`config.mk`:
```
export PLATFORM = sky130hd
export DESIGN_NAME = alu8_core
export DESIGN_NICKNAME = d
export VERILOG_FILES = /design/src/rtl/alu8_pkg.sv /design/src/rtl/alu8_addsub.sv /design/src/rtl/alu8_logic.sv /design/src/rtl/alu8_flag_gen.sv /design/src/rtl/alu8_core.sv
export SDC_FILE = /design/constraint.sdc
export NUM_CORES = 1
export LEC_CHECK = 0
export BUFFER_PORTS_ARGS = -buffer_cell sky130_fd_sc_hd__buf_2
export CAP_MARGIN = 20
export CORE_UTILIZATION = 45
export DETAILED_ROUTE_END_ITERATION = 7
export PLACE_DENSITY = 0.71
export SYNTH_ARGS = -nofsm -noshare
export SYNTH_HDL_FRONTEND = slang
export SYNTH_SLANG_ARGS = --single-unit
```
`constraint.sdc`:
```
create_clock -name vclk -period 5.3
set_input_delay 1.06 -clock vclk [all_inputs]
set_output_delay 1.06 -clock vclk [all_outputs]
set_load 0.01 [all_outputs]
```
`src/rtl/alu8_pkg.sv`:
```
package alu8_pkg;
  localparam int NFLAG = 6;

  localparam logic [3:0] OP_ADD = 4'd0;
  localparam logic [3:0] OP_ADC = 4'd1;
  localparam logic [3:0] OP_SUB = 4'd2;
  localparam logic [3:0] OP_SBC = 4'd3;
  localparam logic [3:0] OP_AND = 4'd4;
  localparam logic [3:0] OP_OR  = 4'd5;
  localparam logic [3:0] OP_XOR = 4'd6;
  localparam logic [3:0] OP_COM = 4'd7;
  localparam logic [3:0] OP_NEG = 4'd8;
  localparam logic [3:0] OP_INC = 4'd9;
  localparam logic [3:0] OP_DEC = 4'd10;
  localparam logic [3:0] OP_SET = 4'd11;
  localparam logic [3:0] OP_CMP = 4'd12;
  localparam logic [3:0] OP_CPC = 4'd13;

  // bit order {h,s,v,n,z,c}
  typedef struct packed {
    logic h;
    logic s;
    logic v;
    logic n;
    logic z;
    logic c;
  } flags_t;

  localparam logic [NFLAG-1:0] UPD_ALL   = 6'b111111;
  localparam logic [NFLAG-1:0] UPD_ZNVS  = 6'b011110;
  localparam logic [NFLAG-1:0] UPD_CZNVS = 6'b011111;
  localparam logic [NFLAG-1:0] UPD_NONE  = 6'b000000;
endpackage

```
`src/rtl/alu8_addsub.sv`:
```
module alu8_addsub #(
  parameter int DW = 8
) (
  input  logic [DW-1:0] x_i,
  input  logic [DW-1:0] y_i,
  input  logic          sub_i,
  input  logic          ci_i,
  output logic [DW-1:0] sum_o,
  output logic          c_o,
  output logic          h_o,
  output logic          v_o
);
  localparam int HB = DW / 2;

  logic [DW-1:0] y_eff;
  logic          cin_eff;
  logic [DW:0]   full;
  logic [HB:0]   low;

  // subtract as x + ~y + ~borrow; carry outputs inverted to borrows
  assign y_eff   = sub_i ? ~y_i : y_i;
  assign cin_eff = sub_i ? ~ci_i : ci_i;
  assign full    = {1'b0, x_i} + {1'b0, y_eff} + {{DW{1'b0}}, cin_eff};
  assign low     = {1'b0, x_i[HB-1:0]} + {1'b0, y_eff[HB-1:0]} + {{HB{1'b0}}, cin_eff};

  assign sum_o = full[DW-1:0];
  assign c_o   = full[DW] ^ sub_i;
  assign h_o   = low[HB] ^ sub_i;
  assign v_o   = (x_i[DW-1] == y_eff[DW-1]) && (full[DW-1] != x_i[DW-1]);
endmodule

```
`src/rtl/alu8_logic.sv`:
```
module alu8_logic #(
  parameter int DW = 8
) (
  input  logic [DW-1:0] a_i,
  input  logic [DW-1:0] b_i,
  input  logic [1:0]    sel_i,
  output logic [DW-1:0] res_o
);
  always_comb begin
    unique case (sel_i)
      2'd0:    res_o = a_i & b_i;
      2'd1:    res_o = a_i | b_i;
      2'd2:    res_o = a_i ^ b_i;
      default: res_o = ~a_i;
    endcase
  end
endmodule

```
`src/rtl/alu8_flag_gen.sv`:
```
module alu8_flag_gen
  import alu8_pkg::*;
#(
  parameter int DW = 8
) (
  input  logic [DW-1:0]    res_i,
  input  logic             c_i,
  input  logic             h_i,
  input  logic             v_i,
  input  logic             chain_i,
  input  logic             zero_prev_i,
  input  logic [NFLAG-1:0] upd_i,
  output logic [NFLAG-1:0] flags_o
);
  flags_t f;
  logic   is_zero;

  assign is_zero = (res_i == '0);

  always_comb begin
    f.c = c_i;
    f.h = h_i;
    f.v = v_i;
    f.n = res_i[DW-1];
    f.s = f.n ^ f.v;
    f.z = chain_i ? (is_zero & zero_prev_i) : is_zero;
  end

  assign flags_o = f & upd_i;
endmodule

```
`src/rtl/alu8_core.sv`:
```
module alu8_core
  import alu8_pkg::*;
#(
  parameter int DW = 8
) (
  input  logic [DW-1:0]    a_i,
  input  logic [DW-1:0]    b_i,
  input  logic [3:0]       op_i,
  input  logic             carry_i,
  input  logic             zero_i,
  output logic [DW-1:0]    res_o,
  output logic             wr_en_o,
  output logic [NFLAG-1:0] flags_o,
  output logic [NFLAG-1:0] flag_upd_o
);
  localparam logic [DW-1:0] ONE = {{(DW-1){1'b0}}, 1'b1};

  logic [DW-1:0]    x, y, asum, lres;
  logic             sub, ci, ac, ah, av;
  logic [1:0]       lsel;
  logic             use_logic, use_set, use_none, chain, wr;
  logic [NFLAG-1:0] upd;

  always_comb begin
    x = a_i; y = b_i; sub = 1'b0; ci = 1'b0;
    lsel = 2'd0; use_logic = 1'b0; use_set = 1'b0; use_none = 1'b0;
    chain = 1'b0; wr = 1'b1; upd = UPD_ALL;
    unique case (op_i)
      OP_ADD: ;
      OP_ADC: ci = carry_i;
      OP_SUB: sub = 1'b1;
      OP_SBC: begin sub = 1'b1; ci = carry_i; chain = 1'b1; end
      OP_AND: begin use_logic = 1'b1; lsel = 2'd0; upd = UPD_ZNVS; end
      OP_OR:  begin use_logic = 1'b1; lsel = 2'd1; upd = UPD_ZNVS; end
      OP_XOR: begin use_logic = 1'b1; lsel = 2'd2; upd = UPD_ZNVS; end
      OP_COM: begin use_logic = 1'b1; lsel = 2'd3; upd = UPD_CZNVS; end
      OP_NEG: begin x = '0; y = a_i; sub = 1'b1; end
      OP_INC: begin y = ONE; upd = UPD_ZNVS; end
      OP_DEC: begin y = ONE; sub = 1'b1; upd = UPD_ZNVS; end
      OP_SET: begin use_set = 1'b1; upd = UPD_NONE; end
      OP_CMP: begin sub = 1'b1; wr = 1'b0; end
      OP_CPC: begin sub = 1'b1; ci = carry_i; chain = 1'b1; wr = 1'b0; end
      default: begin use_none = 1'b1; wr = 1'b0; upd = UPD_NONE; end
    endcase
  end

  alu8_addsub #(.DW(DW)) u_addsub (
    .x_i(x), .y_i(y), .sub_i(sub), .ci_i(ci),
    .sum_o(asum), .c_o(ac), .h_o(ah), .v_o(av)
  );

  alu8_logic #(.DW(DW)) u_logic (
    .a_i(a_i), .b_i(b_i), .sel_i(lsel), .res_o(lres)
  );

  always_comb begin
    if (use_none)       res_o = '0;
    else if (use_set)   res_o = '1;
    else if (use_logic) res_o = lres;
    else                res_o = asum;
  end

  // logic group: C forced 1 (only kept by complement), V forced 0
  alu8_flag_gen #(.DW(DW)) u_flags (
    .res_i(res_o),
    .c_i(use_logic ? 1'b1 : ac),
    .h_i(ah),
    .v_i(use_logic ? 1'b0 : av),
    .chain_i(chain),
    .zero_prev_i(zero_i),
    .upd_i(upd),
    .flags_o(flags_o)
  );

  assign wr_en_o    = wr;
  assign flag_upd_o = upd;
endmodule

```
==> results_dict.tcl, run 1 <==
set metrics [dict create \
    synth_top_area_cell "ha_1" \
    ys_seq_area_frac 0 \
    whs_ps 2644 \
    wire_per_inst_um 14.32 \
    slew_viol_final 0 \
    rows 23 \
    p_per_area_mw_per_mm2 131.2 \
    max_cap_violations 0 \
    tightest_slew_ps 548.1 \
    vdd_drop_max_uv 64.16 \
    seqPwrFrac 0 \
    max_stage_delay_ps 410 \
    antenna_cells 0 \
    initial_core_util 0.4727 \
    finalSetupTns_ps 0 \
    switching_share 0.5633 \
    top_usage_layer "met1" \
    final_cell_area_mm2 0.002201 \
    place_hpwl_mm 4.339 \
    drc 0 \
    clkPwrFrac 0 \
    drive_gt1_frac 0.2724 \
    vias_per_cell 5.761 \
    status "finished clean" \
    grt_pass1_vias 1840 \
    setup_viol 0 \
    fmax_ghz 0.1985 \
    p_leak_nw 1.071 \
    synth_cell_types 60 \
    gr-total-overflow 0 \
    critPathArrivalTime_ps 3980 \
    period_minus_slack_ps 5037 \
    final_antenna_net_count 0 \
    syn_nets 328 \
    track_usage 0.2460 \
    yosysWarnings 0 \
    rsz0062_at_grt "no" \
    crit_type "in2out" \
    routed_wl_mm 5.342 \
    synthTopCellsByArea "ha_1 15%, o21ai_0 7.6%, nor2_1 6.9%, inv_1 5.7%, nand2_1 5.3%" \
    antenna_found_initial 0 \
    n_sequential_cell 0 \
    cp_slowest_cell "fa_2" \
    cp.depth 14 \
    dieArea_mm2 0.004496 \
    hold_class "in2out" \
    drt_iter0_drc 138 \
    met1_usage 0.3852 \
    intPower_mw 0.1261 \
    yosys.area.top_type_share 0.1511 \
    grt_pass1_wl_mm 8.776 \
    hold_viol_final 0 \
    crit_chain "buf_2 -> buf_4 -> or2_2 -> o31ai_1 -> nand2_1 -> o311a_1 -> fa_2 -> nand2b_1 -> a21oi_2 -> xnor2_1 -> a211o_1 -> nand4b_1 -> nor4_2 -> buf_2" \
    place_congestion 1.027 \
    die_w_um 67.05 \
    synth_cells 281 \
    area_delta_synth_final_pct 15.57 \
    syn-cell-area_mm2 0.001904 \
    route.vias.total 2149 \
    min_path_cells 5 \
    slew_headroom 0.6251 \
    syn_avg_cell_area_um2 6.777 \
    io_buffers 43 \
    path_buf_inv 3 \
    nFillCells 419 \
    first_pass_iters 4 \
    finalNetCount 372 \
    core-area_mm2 0.004029 \
    seq_area_um2 0 \
    p_total_mw 0.2888 \
    cp_common_cell "buf_2" \
    comb_power_share 1.000 \
    fin_cells 373 \
    placed_area_mm2 0.002196 \
    path_delay_family "simple AND/OR/NAND/NOR gates" \
    synth_common_cells "35 x nor2_1, 29 x inv_1, 29 x o21ai_0, 27 x nand2_1, 23 x ha_1" \
    met2_usage 0.3775 \
    crit_required_ps 4240 \
    period_share 0.9503 \
    synth.most_common_cell "nor2_1" \
    dp_slack_ps 38.49 \
    die_h_um 67.05 \
    final_util 0.5463 \
    grt.met3_usage 0.01541 \
    startpoint_type "primary input" \
    nClkBuffers 0 \
    crit_fanout 10 \
    cp-end-kind "primary output" \
    setup_slack_ps 263.5 \
    grt_max_degree 35 \
    p_sw_mw 0.1627 \
    io_pins 43 \
    placedCellCount 373 \
]
==> per-layer routing <==
layer,vias up,routed length [um]
met1,981,2656
met2,72,2336
met3,0,349
met5,-,0
li1,1096,-
met4,0,0
==> final timing paths <==
| path | start | endpoint | slack [ps] |
|---|---|---|---|
| min | a_i[1] | res_o[1] | 2640 |
| max | op_i[2] | flags_o[1] | 260 |
==> power groups by stage <==
stage | Combinational (mW) | Clock [mW] | Sequential [mW]
floorplan | 0.202 | 0 | 0
global placement | 0.278 | 0 | 0
detailed placement | 0.283 | 0 | 0
CTS | 0.284 | 0 | 0
global route | 0.319 | 0 | 0
finish | 0.289 | 0 | 0
==> cell families after synthesis <==
group           synth area share
compound gates            0.3160
xor+xnor                 0.02300
simple gates              0.2661
mux                       0.1038
buf+inv                   0.1189
fa+ha+maj                 0.1721
==> layout by cell type (no fill, tap or decap), drive strengths merged, types with 2 or more instances in the layout <==
| master | instances |
|---|---|
| buf | 60 |
| nor2 | 36 |
| inv | 30 |
| o21ai | 30 |
| nand2 | 27 |
| ha | 23 |
| a21oi | 19 |
| nor2b | 7 |
| mux2 | 6 |
| nor3 | 6 |
| o22ai | 5 |
| a221o | 5 |
| or2 | 4 |
| nand2b | 4 |
| mux2i | 4 |
| mux4 | 4 |
| a21o | 4 |
| nand4b | 3 |
| xnor2 | 3 |
| a211oi | 3 |
| o31ai | 3 |
| a221oi | 3 |
| a2111oi | 2 |
| a31oi | 2 |
| nand3 | 2 |
| and2 | 2 |
| a211o | 2 |
| xor2 | 2 |
| fa | 2 |
| nor4 | 2 |
==> timing repair <==
action,in CTS,in global routing
hold buffers,0,0
endpoints found under the setup margin,0,2
gates resized for setup,0,3
setup buffers,0,0
==> area by class of cell <==
| type | instances | area, um^2 | share of cell area |
|---|---|---|---|
| multi-input cells | 233 | 1683 | 0.7646 |
| repair buffers | 60 | 342.8 | 0.1558 |
| inverters | 30 | 112.6 | 0.05117 |
| well taps | 50 | 62.56 | 0.02843 |
Power figures use the tool's default switching activity.
==> run 2, diff against run 1 <==
--- a/config.mk
+++ b/config.mk
@@ -7,9 +7,11 @@
 export LEC_CHECK = 0
 export BUFFER_PORTS_ARGS = -buffer_cell sky130_fd_sc_hd__buf_2
 export CAP_MARGIN = 20
-export CORE_UTILIZATION = 45
+export CELL_PAD_IN_SITES_DETAIL_PLACEMENT = 1
+export CELL_PAD_IN_SITES_GLOBAL_PLACEMENT = 2
+export CORE_UTILIZATION = 28
 export DETAILED_ROUTE_END_ITERATION = 7
-export PLACE_DENSITY = 0.71
+export PLACE_DENSITY_LB_ADDON = 0.1
 export SYNTH_ARGS = -nofsm -noshare
 export SYNTH_HDL_FRONTEND = slang
 export SYNTH_SLANG_ARGS = --single-unit
==> run 2 against run 1 <==
Net effect:
- combinational power increased by 7.3%
- utilization shrank 19 points
- maximum frequency down 0.90%
- first-iteration DRC count decreased by 46%
- count of clock-buffer cells in the layout stayed put
- largest cell class unchanged
- die area rose by 59%
- sequential share of layout area is the same
- hold slack better by 26 ps
- the run now ends with DRC left
- wire length is 26% higher
- global-route usage is 5.7 points lower
==> results_dict.tcl, run 2 (synthesized netlist as in run 1, its figures left out) <==
set metrics [dict create \
    status "finished with violations" \
    violations "DRC" \
    routed_wl_mm 6.746 \
    layout_common_cells "43 x buf_2, 35 x nor2_1, 29 x inv_1" \
    initial_core_util 0.2948 \
    cp-end-kind "primary output" \
    io_buffers 43 \
    whs_ps 2670 \
    finalNetCount 379 \
    die_h_um 84.47 \
    track_usage 0.1892 \
    vias_per_cell 5.459 \
    hold_viol_final 0 \
    gr-total-overflow 0 \
    grt_pass1_vias 2172 \
    drive_gt1_frac 0.2939 \
    nFillCells 863 \
    area_delta_synth_final_pct 21.02 \
    first_pass_iters 6 \
    crit_fanout 9 \
    tightest_slew_ps 548.8 \
    startpoint_type "primary input" \
    slew_viol_final 0 \
    drc 4 \
    critPathArrivalTime_ps 4020 \
    fmax_ghz 0.1968 \
    grt_pass1_wl_mm 11.06 \
    cp_slowest_cell "fa_1" \
    place_hpwl_mm 5.567 \
    final_antenna_net_count 0 \
    antenna_cells 0 \
    crit_type "in2out" \
    seq_area_um2 0 \
    p_per_area_mw_per_mm2 134.5 \
    placed_area_mm2 0.002260 \
    max_cap_violations 0 \
    nClkBuffers 0 \
    antenna_found_initial 0 \
    route.vias.total 2222 \
    period_minus_slack_ps 5082 \
    die_w_um 84.47 \
    final_cell_area_mm2 0.002305 \
    crit_chain "buf_2 -> buf_4 -> buf_4 -> nand2b_1 -> o21ai_0 -> a21oi_1 -> o311a_1 -> fa_1 -> nand2b_4 -> a211oi_2 -> or2_2 -> o22ai_1 -> nand4b_1 -> nor4_2 -> buf_2" \
    io_pins 43 \
    fin_cells 407 \
    p_leak_nw 1.114 \
    setup_viol 0 \
    hold_class "in2out" \
    multi_input_area_mm2 0.001700 \
    n_sequential_cell 0 \
    period_share 0.9589 \
    rsz0062_at_grt "no" \
    wire_per_inst_um 16.57 \
    vdd_drop_max_uv 38.37 \
    mostFrequentLayoutCell "buf_2" \
    place_congestion 0.8024 \
    max_stage_delay_ps 470 \
    core-area_mm2 0.006459 \
    crit_required_ps 4240 \
    grt_max_degree 31 \
    postCtsHoldBufs 0 \
    rows 29 \
    drt_iter0_drc 74 \
    dieArea_mm2 0.007135 \
    slew_headroom 0.6327 \
    placedCellCount 404 \
]
-- run 2: stage by stage --
step	setup slack (ps)	util	power, mW	setup TNS (ps)
final	218.0	0.3568	0.3100	0
after global routing	3.594	0.3568	0.3448	0
after CTS	14.95	0.3501	0.3009	0
after detailed placement	-78.30	0.3499	0.2991	-78.30
after global placement	-1.408	0.3499	0.2966	-1.408
after floorplan	16.12	-	0.2021	0
-- run 2: repair_timing --
item                                   CTS  global route
setup buffers                            0             3
pin swaps                                0             3
setup endpoints to repair                1             2
gates resized for setup                  1             5
cloned                                   0             0
endpoints found under the hold margin    0             0
-- run 2: layout make-up --
| class | count | area share |
|---|---|---|
| timing repair buffer | 67 | 0.1716 |
| multi-input combinational | 233 | 0.7378 |
| inverter | 30 | 0.04886 |
| tap | 77 | 0.04180 |
-- run 2: path summary, 6_finish.rpt --
| check | start | to | slack (ps) | depth (start not counted) |
|---|---|---|---|---|
| hold / removal | a_i[0] | res_o[0] | 2670 | 5 |
| setup / recovery | op_i[1] | flags_o[1] | 220 | 15 |
-- run 2: report_power, final --
| part | total (mW) | switching [mW] | internal [mW] |
|---|---|---|---|
| Clock | 0 | 0 | 0 |
| Combinational | 0.310 | 0.173 | 0.137 |
| Sequential | 0 | 0 | 0 |
-- run 2: critical path: cells and delay by family --
family | cells | cell delay [ps]
fa+ha+maj | 1 | 470
simple gates | 5 | 1020
compound gates | 5 | 830
buf+inv | 4 | 630
-- run 2: routing by layer --
metal,vias to the layer above,wire length (um),share of wire,global-route usage
met5,-,0,0,0
met4,0,22,0.0033,0.009245
met3,2,154,0.023,0.003933
met2,35,2915,0.43,0.3100
met1,1083,3653,0.54,0.2893
li1,1102,-,-,-
